$ cat config.mk
export PLATFORM = sky130hd
export DESIGN_NAME = mhash_filter
export DESIGN_NICKNAME = d
export VERILOG_FILES = /design/src/rtl/mhash_pkg.sv /design/src/rtl/mhash_crc_idx.sv /design/src/rtl/mhash_table.sv /design/src/rtl/mhash_filter.sv
export SDC_FILE = /design/constraint.sdc
export NUM_CORES = 1
export LEC_CHECK = 0
export BUFFER_PORTS_ARGS = -buffer_cell sky130_fd_sc_hd__buf_4
export CORE_ASPECT_RATIO = 0.6
export CORE_MARGIN = 8
export CORE_UTILIZATION = 56
export DETAILED_ROUTE_END_ITERATION = 16
export GPL_TIMING_DRIVEN = 0
export PLACE_DENSITY = 0.86
export SYNTH_ARGS = -nofsm -noshare
export SYNTH_HDL_FRONTEND = slang
export SYNTH_SLANG_ARGS = --single-unit
$ cat constraint.sdc
create_clock -name clk -period 4.6 [get_ports clk]
set_input_delay 0.23 -clock clk [delete_from_list [all_inputs] [get_ports clk]]
set_output_delay 0.23 -clock clk [all_outputs]
set_load 0.005 [all_outputs]
$ cat src/rtl/mhash_pkg.sv
package mhash_pkg;
    localparam int unsigned CRC_W = 32;
    localparam logic [CRC_W-1:0] CRC_POLY_REFL = 32'hEDB8_8320;
    localparam logic [CRC_W-1:0] CRC_SEED = '1;

    typedef enum logic {
        OP_CLEAR = 1'b0,
        OP_SET   = 1'b1
    } hash_op_e;
endpackage

$ cat src/rtl/mhash_crc_idx.sv
module mhash_crc_idx #(
    parameter int unsigned ADDR_W = 48,
    parameter int unsigned IDX_W  = 8
) (
    input  logic [ADDR_W-1:0] addr_i,
    output logic [IDX_W-1:0]  idx_o
);
    import mhash_pkg::*;

    logic [CRC_W-1:0] crc;

    always_comb begin
        logic [CRC_W-1:0] c;
        logic fb;
        c = CRC_SEED;
        for (int i = 0; i < int'(ADDR_W); i++) begin
            fb = c[0] ^ addr_i[i];
            c  = c >> 1;
            if (fb) begin
                c = c ^ CRC_POLY_REFL;
            end
        end
        crc = c;
    end

    for (genvar k = 0; k < int'(IDX_W); k++) begin : g_rev
        assign idx_o[IDX_W-1-k] = crc[k];
    end
endmodule

$ cat src/rtl/mhash_table.sv
module mhash_table #(
    parameter int unsigned NUM_WORDS = 8,
    parameter int unsigned WORD_W    = 32
) (
    input  logic                                clk,
    input  logic                                rst_n,
    input  logic                                ctl_valid,
    input  logic                                ctl_set,
    input  logic [$clog2(NUM_WORDS*WORD_W)-1:0] ctl_idx,
    input  logic                                wr_en,
    input  logic [$clog2(NUM_WORDS)-1:0]        wr_sel,
    input  logic [WORD_W-1:0]                   wr_data,
    input  logic [$clog2(NUM_WORDS)-1:0]        rd_sel,
    output logic [WORD_W-1:0]                   rd_data,
    input  logic                                lk_valid,
    input  logic                                lk_grp,
    input  logic [$clog2(NUM_WORDS*WORD_W)-1:0] lk_idx,
    output logic                                lk_done,
    output logic                                lk_accept,
    output logic [NUM_WORDS*WORD_W-1:0]         tbl_flat
);
    import mhash_pkg::*;

    localparam int unsigned SEL_W = $clog2(NUM_WORDS);
    localparam int unsigned BIT_W = $clog2(WORD_W);
    localparam int unsigned IDX_W = SEL_W + BIT_W;
    localparam logic [BIT_W-1:0] TOP_BIT = BIT_W'(WORD_W - 1);

    typedef struct packed {
        logic [NUM_WORDS-1:0][WORD_W-1:0] tbl;
        logic                             done;
        logic                             hit;
    } state_t;

    state_t st_d, st_q;

    logic [SEL_W-1:0] ctl_word, lk_word;
    logic [BIT_W-1:0] ctl_pos, lk_pos;

    assign ctl_word = ctl_idx[IDX_W-1:BIT_W];
    assign ctl_pos  = TOP_BIT - ctl_idx[BIT_W-1:0];
    assign lk_word  = lk_idx[IDX_W-1:BIT_W];
    assign lk_pos   = TOP_BIT - lk_idx[BIT_W-1:0];

    always_comb begin
        st_d      = st_q;
        st_d.done = lk_valid;
        st_d.hit  = lk_valid & lk_grp & st_q.tbl[lk_word][lk_pos];
        if (ctl_valid) begin
            st_d.tbl[ctl_word][ctl_pos] = (hash_op_e'(ctl_set) == OP_SET);
        end
        if (wr_en) begin
            st_d.tbl[wr_sel] = wr_data;
        end
    end

    always_ff @(posedge clk) begin
        if (!rst_n) begin
            st_q <= '0;
        end else begin
            st_q <= st_d;
        end
    end

    assign rd_data   = st_q.tbl[rd_sel];
    assign lk_done   = st_q.done;
    assign lk_accept = st_q.hit;
    assign tbl_flat  = st_q.tbl;
endmodule

$ cat src/rtl/mhash_filter.sv
module mhash_filter #(
    parameter int unsigned ADDR_W    = 48,
    parameter int unsigned NUM_WORDS = 8,
    parameter int unsigned WORD_W    = 32
) (
    input  logic                         clk,
    input  logic                         rst_n,
    input  logic                         ctl_valid,
    input  logic                         ctl_set,
    input  logic [ADDR_W-1:0]            ctl_addr,
    input  logic                         wr_en,
    input  logic [$clog2(NUM_WORDS)-1:0] wr_sel,
    input  logic [WORD_W-1:0]            wr_data,
    input  logic [$clog2(NUM_WORDS)-1:0] rd_sel,
    output logic [WORD_W-1:0]            rd_data,
    input  logic                         lk_valid,
    input  logic [ADDR_W-1:0]            lk_addr,
    output logic                         lk_done,
    output logic                         lk_accept
);
    localparam int unsigned IDX_W = $clog2(NUM_WORDS * WORD_W);

    logic [IDX_W-1:0]            ctl_idx;
    logic [IDX_W-1:0]            lk_idx;
    logic [NUM_WORDS*WORD_W-1:0] tbl_flat;

    mhash_crc_idx #(.ADDR_W(ADDR_W), .IDX_W(IDX_W)) u_crc_ctl (
        .addr_i (ctl_addr),
        .idx_o  (ctl_idx)
    );

    mhash_crc_idx #(.ADDR_W(ADDR_W), .IDX_W(IDX_W)) u_crc_lk (
        .addr_i (lk_addr),
        .idx_o  (lk_idx)
    );

    mhash_table #(.NUM_WORDS(NUM_WORDS), .WORD_W(WORD_W)) u_tbl (
        .clk       (clk),
        .rst_n     (rst_n),
        .ctl_valid (ctl_valid),
        .ctl_set   (ctl_set),
        .ctl_idx   (ctl_idx),
        .wr_en     (wr_en),
        .wr_sel    (wr_sel),
        .wr_data   (wr_data),
        .rd_sel    (rd_sel),
        .rd_data   (rd_data),
        .lk_valid  (lk_valid),
        .lk_grp    (lk_addr[0]),
        .lk_idx    (lk_idx),
        .lk_done   (lk_done),
        .lk_accept (lk_accept),
        .tbl_flat  (tbl_flat)
    );
endmodule

Yosys cells after proc, flatten, opt, wreduce, memory -nomap -nowiden:

Index checks and enable logic that the tools add are counted.

* latch bits: 0
* logic and storage cells: 326
* register bits after elaboration: 258
* output and inout port bits: 34
* memories: 0
* bits in read-only memories: 0
* RAM bits: 0

* mux-type cells: 112
* div/mod/pow operators: 0
* shift operators: 0
* reductions and logical operators: 3
* $lt $le $gt $ge: 9
* equality and inequality tests: 0
* bitwise logic cells: 190
* multiply operators: 0
* $add $sub $neg: 2

Operator list (count)
* $mux 32: 52
* $not 13->14: 46
* $bwmux 256: 2
* $mux 256: 2
* $bmux 32 s3: 2
* $demux 32 s3: 2
* $mux 16: 8
* $mux 10: 12
* $mux 28: 4
* $mux 25: 4
* $xor 1x1->1: 94
* $mux 22: 4
* $mux 31: 2
* $mux 30: 2
* $mux 27: 2
* $mux 24: 2
* $not 11->11: 4
* $mux 21: 2
* $mux 20: 2
* $not 3->3: 12
* $not 9->9: 4
* $not 4->4: 8
* $not 7->7: 4
* $not 13->13: 2
* 19 further kinds: 38

Logic depth before layout (Yosys ltp):

* word-level depth: 106
* gate-level depth with buffers: 18
* mapped depth without buffers: 14

Hierarchy:

Synthesis repeated with hierarchy kept, for this count alone.

* cell total of the unflattened synthesis: 2457
* area total of the unflattened synthesis: 23486.3 sq um

By module, submodules not included
* mhash_table: cells an instance 1991, times used 1, area each 16952.5 sq um
* mhash_crc_idx: cells an instance 233, times used 2, area each 3266.9 sq um

Least setup slack after synthesis:

OpenSTA, ideal clock, no wires.

* path type: input-to-reg
* start point: input port lk_addr[1]
* end point: register u_tbl.st_q, in the netlist u_tbl.lk_accept
* data arrival time: 4638 ps
* slack: -165 ps
* data required time: 4473 ps
* path buffers: 3
* cell stages on the path: 16
* cells stage by stage: buf_6 -> xor3_1 -> xor2_1 -> xnor3_1 -> xnor3_1 -> xnor3_1 -> xnor3_2 -> xnor2_2 -> buf_6 -> buf_4 -> mux4_2 -> a211oi_2 -> a21oi_1 -> o32ai_2 -> a2111oi_2 -> or3_1

* longest elaborated chain between the ends: 71
* elaborated cells on any way between the ends: 134
* those cells by class: add/sub: 1; mux: 51; bitwise: 82

Ends and longest elaborated chain
* start, declared: line mhash_filter.sv:17 `input logic [ADDR_W-1:0] lk_addr,`
* $xor 1x1->1 (*): line mhash_crc_idx.sv:17 `fb = c[0] ^ addr_i[i];`
* $mux 32 (*): line mhash_crc_idx.sv:19 `if (fb) begin`
* $not 13->14 (no source line)
* $mux 32 (*) (3 in a row): line mhash_crc_idx.sv:19
* $not 13->14 (no source line) / $mux 32 (equally long branches)
* $mux 32 (*) (6 in a row): line mhash_crc_idx.sv:19
* $xor 1x1->1 / $mux 32 (equally long branches): line mhash_crc_idx.sv:17, mhash_crc_idx.sv:19
* $mux 32 (*): line mhash_crc_idx.sv:19
* [48 not listed]
* $mux 10 (*): line mhash_crc_idx.sv:19
* $mux 9 (*): line mhash_crc_idx.sv:19
* $not 1->1 (no source line)
* $mux 6: line mhash_crc_idx.sv:19
* $sub 5x5->5: line mhash_table.sv:43 `assign lk_pos = TOP_BIT - lk_idx[BIT_W-1:0];`
* $bmux 1 s5 (*): line mhash_table.sv:48 `st_d.hit = lk_valid & lk_grp & st_q.tbl[lk_word][lk_pos];`
* $mux 1 (not written as such) (*): line mhash_table.sv:48
* $and 1x1->1 (*): line mhash_table.sv:48
* end signal, assigned: line mhash_table.sv:61 `st_q <= st_d;`
* end, declared: line mhash_table.sv:35 `state_t st_d, st_q;`

Mark *: on every way between the ends. The select of a mux whose other input is x is not followed.
A chain may end at the register's enable or synchronous reset.

Final worst setup path:

* start point: input port ctl_addr[2]
* end point: register u_tbl.st_q, in the netlist u_tbl.tbl_flat[239]

* longest elaborated chain between the ends: 76
* elaborated cells on any way between the ends: 140
* those cells by class: add/sub: 1; order compare: 4; mux: 54; bitwise: 79; reduce/logical: 2

Ends and longest elaborated chain
* start, declared: line mhash_filter.sv:10 `input logic [ADDR_W-1:0] ctl_addr,`
* $xor 1x1->1 (*): line mhash_crc_idx.sv:17
* $mux 32 (*) (3 in a row): line mhash_crc_idx.sv:19
* $not 13->14 (no source line) / $mux 32 (equally long branches)
* $mux 32 (*) (6 in a row): line mhash_crc_idx.sv:19
* $xor 1x1->1 / $mux 32 (equally long branches): line mhash_crc_idx.sv:17, mhash_crc_idx.sv:19
* $mux 32 (*): line mhash_crc_idx.sv:19
* $not 13->14 (no source line) (tied with other cells)
* $mux 32 (*): line mhash_crc_idx.sv:19
* [53 not listed]
* $mux 1 (not written as such): line mhash_table.sv:50 `st_d.tbl[ctl_word][ctl_pos] = (hash_op_e'(ctl_set) == OP_SET);`
* $demux 1 s5
* $mux 32 (not written as such): line mhash_table.sv:50
* $demux 32 s3 (*)
* $bwmux 256 (*): line mhash_table.sv:50
* $mux 256 (*): line mhash_table.sv:49 `if (ctl_valid) begin`
* $bwmux 256: line mhash_table.sv:53 `st_d.tbl[wr_sel] = wr_data;`
* $mux 256 (*): line mhash_table.sv:52 `if (wr_en) begin`

Mark *: on every way between the ends.

==> results.cfg <==
[status]
status = complete, but fails checks
violations = setup timing

[logic_synthesis]
syn_inst = 2278
synth_nets = 2418
ys_seq_elements = 258
synthArstFlopShare_pct = 0
synth_edf_count = 0
synthesis.area_um2 = 22600
yosysWarnings = 0
avgSynthCellArea_um2 = 9.93
ys_types = 49
yosysSeqAreaShare_pct = 22.8
ys.flop_type = dfxtp_1

[placed_design]
dp.cells = 2958
hpwl_um = 75500
dp_slack_ns = -1.49
dpl_cell_area_um2 = 24400
io_buffers = 149
gp_congestion = 1.03

[worst_setup_path]
cpPeakStageDelay_ns = 0.62
crit_top_cell = xnor2_1
path_max_fanout = 8
startpoint_type = primary input
crit_type = in -> reg
required_ns = 5.02
arrival_ns = 5.08
crit_buf_inv = 2
cp-end-kind = flop
worst_path_dominant_cell_family = XOR/XNOR gates
cpMaxStageDelayCell = xnor3_1
crit_chain = clkbuf_4 -> xnor2_4 -> xor2_4 -> xnor3_1 -> xnor2_2 -> xor3_1 -> xnor2_1 -> xnor2_1 -> xnor2_1 -> xor2_2 -> nand2_4 -> nor2_4 -> buf_12 -> nand2_1 -> mux2i_1 -> a21oi_1

[layout]
drive_gt1_share_pct = 26.2
fillers = 2981
final_cells = 3115
final_cell_mix = mux2i_1, nand2_1, o21ai_0
nets = 2699
final_common_cell = mux2i_1
postLayoutCellArea_um2 = 27800
area.growth.synth_to_final_pct = 22.8

[clocking]
clockBufferDepth = 3
clk_latency_ns = 0.59
tritoncts = built
path_clk_slew_ns = 0.07
clock-root-buffer = clkbuf_16
cts_inserted_buffers = 28
htreeDepth = 1
clock-sinks = 258

[floorplan]
coreArea_um2 = 40200
num_rows = 57
design.portCount = 174
fp.dieW_um = 275
die_h_um = 172
start_util_pct = 56.3
die_area_um2 = 47300

[drt]
wl_um = 106000
drt_iter0_markers = 3894
viasPerCell = 6.92
ant_nets = 0
wl_per_cell_um = 34.2
routed-via-count = 21600
dr.pass1.iters = 8
drc_errors = 0

[timing]
setup_slack_ns = -0.0535
fmax_mhz = 215
slew_headroom_pct = 20.1
worstMarginPinSlew_ns = 1.20
setup_viol = 10
fin_crit_sh_pct = 101
final.min_clock_period_ns = 4.65
final_hold_viol_count = 0
fin_tns_setup_ns = -0.269
clock_skew_ns = 0.0179
slew_viol_final = 0
rsz0062_at_grt = true

[global_route]
grt_usage_pct = 43.1
grt_max_degree = 14
overflow = 0
antenna_found_initial = 4
grt_pass1_vias = 20100
grt_first_pass_wirelength_um = 146000

[run]
cap_viol_max_count = 0

[hold_path]
hold_class = in -> reg
cells in the mapped netlist, types with 2 or more instances:
library cell / number / area share (%)
buf_2: 29 / 0.64
nand3_1: 11 / 0.24
nand2b_1: 3 / 0.083
nand4_1: 2 / 0.055
a221oi_1: 3 / 0.12
o21ai_0: 263 / 5.8
buf_6: 8 / 0.40
xor2_1: 76 / 2.9
xnor2_2: 18 / 1.3
dfxtp_1: 258 / 23
xnor3_1: 97 / 9.7
nor2_2: 16 / 0.44
mux4_2: 103 / 10
nand3b_1: 2 / 0.066
xor3_2: 2 / 0.22
buf_1: 15 / 0.25
nor2_4: 16 / 0.80
a211oi_2: 2 / 0.11
nand2_1: 278 / 4.6
inv_1: 2 / 0.033
and2_1: 4 / 0.11
nor2_1: 22 / 0.37
clkbuf_1: 124 / 2.1
xor2_2: 7 / 0.50
xnor2_4: 7 / 0.85
o21ai_1: 2 / 0.044
buf_4: 11 / 0.37
mux4_1: 7 / 0.81
xnor2_1: 204 / 7.9
nor2b_1: 10 / 0.28
xor3_1: 20 / 2.1
nand2_2: 8 / 0.22
xnor3_2: 8 / 0.84
a22oi_1: 3 / 0.10
a21oi_1: 262 / 5.8
mux2_2: 37 / 1.8
mux2i_1: 326 / 14
layout make-up:
type / instances / area (µm²) / area share (%)
flip-flops and latches: 258 / 5160 / 18.6
well taps: 531 / 664 / 2.39
inverters: 3 / 11.3 / 0.0405
diodes: 8 / 20.0 / 0.0721
multi-input cells: 1830 / 17500 / 63.2
clock inverters: 5 / 57.6 / 0.207
clock buffers: 42 / 835 / 3.01
plain buffers: 186 / 1010 / 3.63
repair buffers: 252 / 2460 / 8.86
worst reg2reg max path, cell delays in order, from the launching register on:
cell,delay (ns)
dfxtp_1,0.49
mux4_1,0.44
a22oi_1,0.10
and4_1,0.19
or4_1,0.54
a2111oi_4,0.36
or3_1,0.20
sequential cells by signal (all words and copies together), names as in the netlist:
signal	cells
u_tbl.tbl_flat	256
u_tbl.lk_accept	1
u_tbl.lk_done	1
layer usage:
layer / track usage (%) / part of all wire [%] / up-vias
li1: - / - / 8725
met1: 59.4 / 38 / 10500
met2: 56.4 / 39 / 1969
met3: 22.0 / 18 / 358
met4: 16.1 / 4.5 / 10
met5: 0 / 0.20 / -
cells by family after synthesis:
group / count (synthesis) / synth area share (%)
flip-flops: 258 / 22.8
buffers and inverters: 190 / 3.76
multiplexers: 473 / 27.3
AND/OR/NAND/NOR: 376 / 7.39
AO/OA/AOI/OAI: 541 / 12.3
XOR/XNOR: 440 / 26.4
worst paths after layout:
| kind | startpoint | to | slack, ns | cells past startpoint |
|---|---|---|---|---|
| setup / recovery | ctl_addr[2] | u_tbl.tbl_flat[239] | -0.05 | 16 |
| hold / removal | wr_data[4] | u_tbl.tbl_flat[132] | 0.007 | 3 |
| hold reg to reg | u_tbl.tbl_flat[244] | u_tbl.tbl_flat[244] | 0.56 | 2 |
| setup reg to reg | u_tbl.tbl_flat[208] | u_tbl.lk_accept | 2.22 | 6 |
stage by stage:
step	hold slack, ns	utilization (%)
after floorplan	0.374	-
after global placement	0.465	60.8
after detailed placement	0.476	60.8
after CTS	0.00109	67.4
after global routing	0.0164	69.1
final	0.00738	69.2
repair_timing:
item,CTS,global route
gates cloned,0,1
pin swaps,57,34
hold buffers,4,0
resized for setup,132,92
setup buffers,74,24
setup endpoints to repair,257,257
endpoints found under the hold margin,5,0
Power is left out: the tool's default activity adds up to more than one toggle a clock period on the data nets, which glitch-free logic cannot reach.
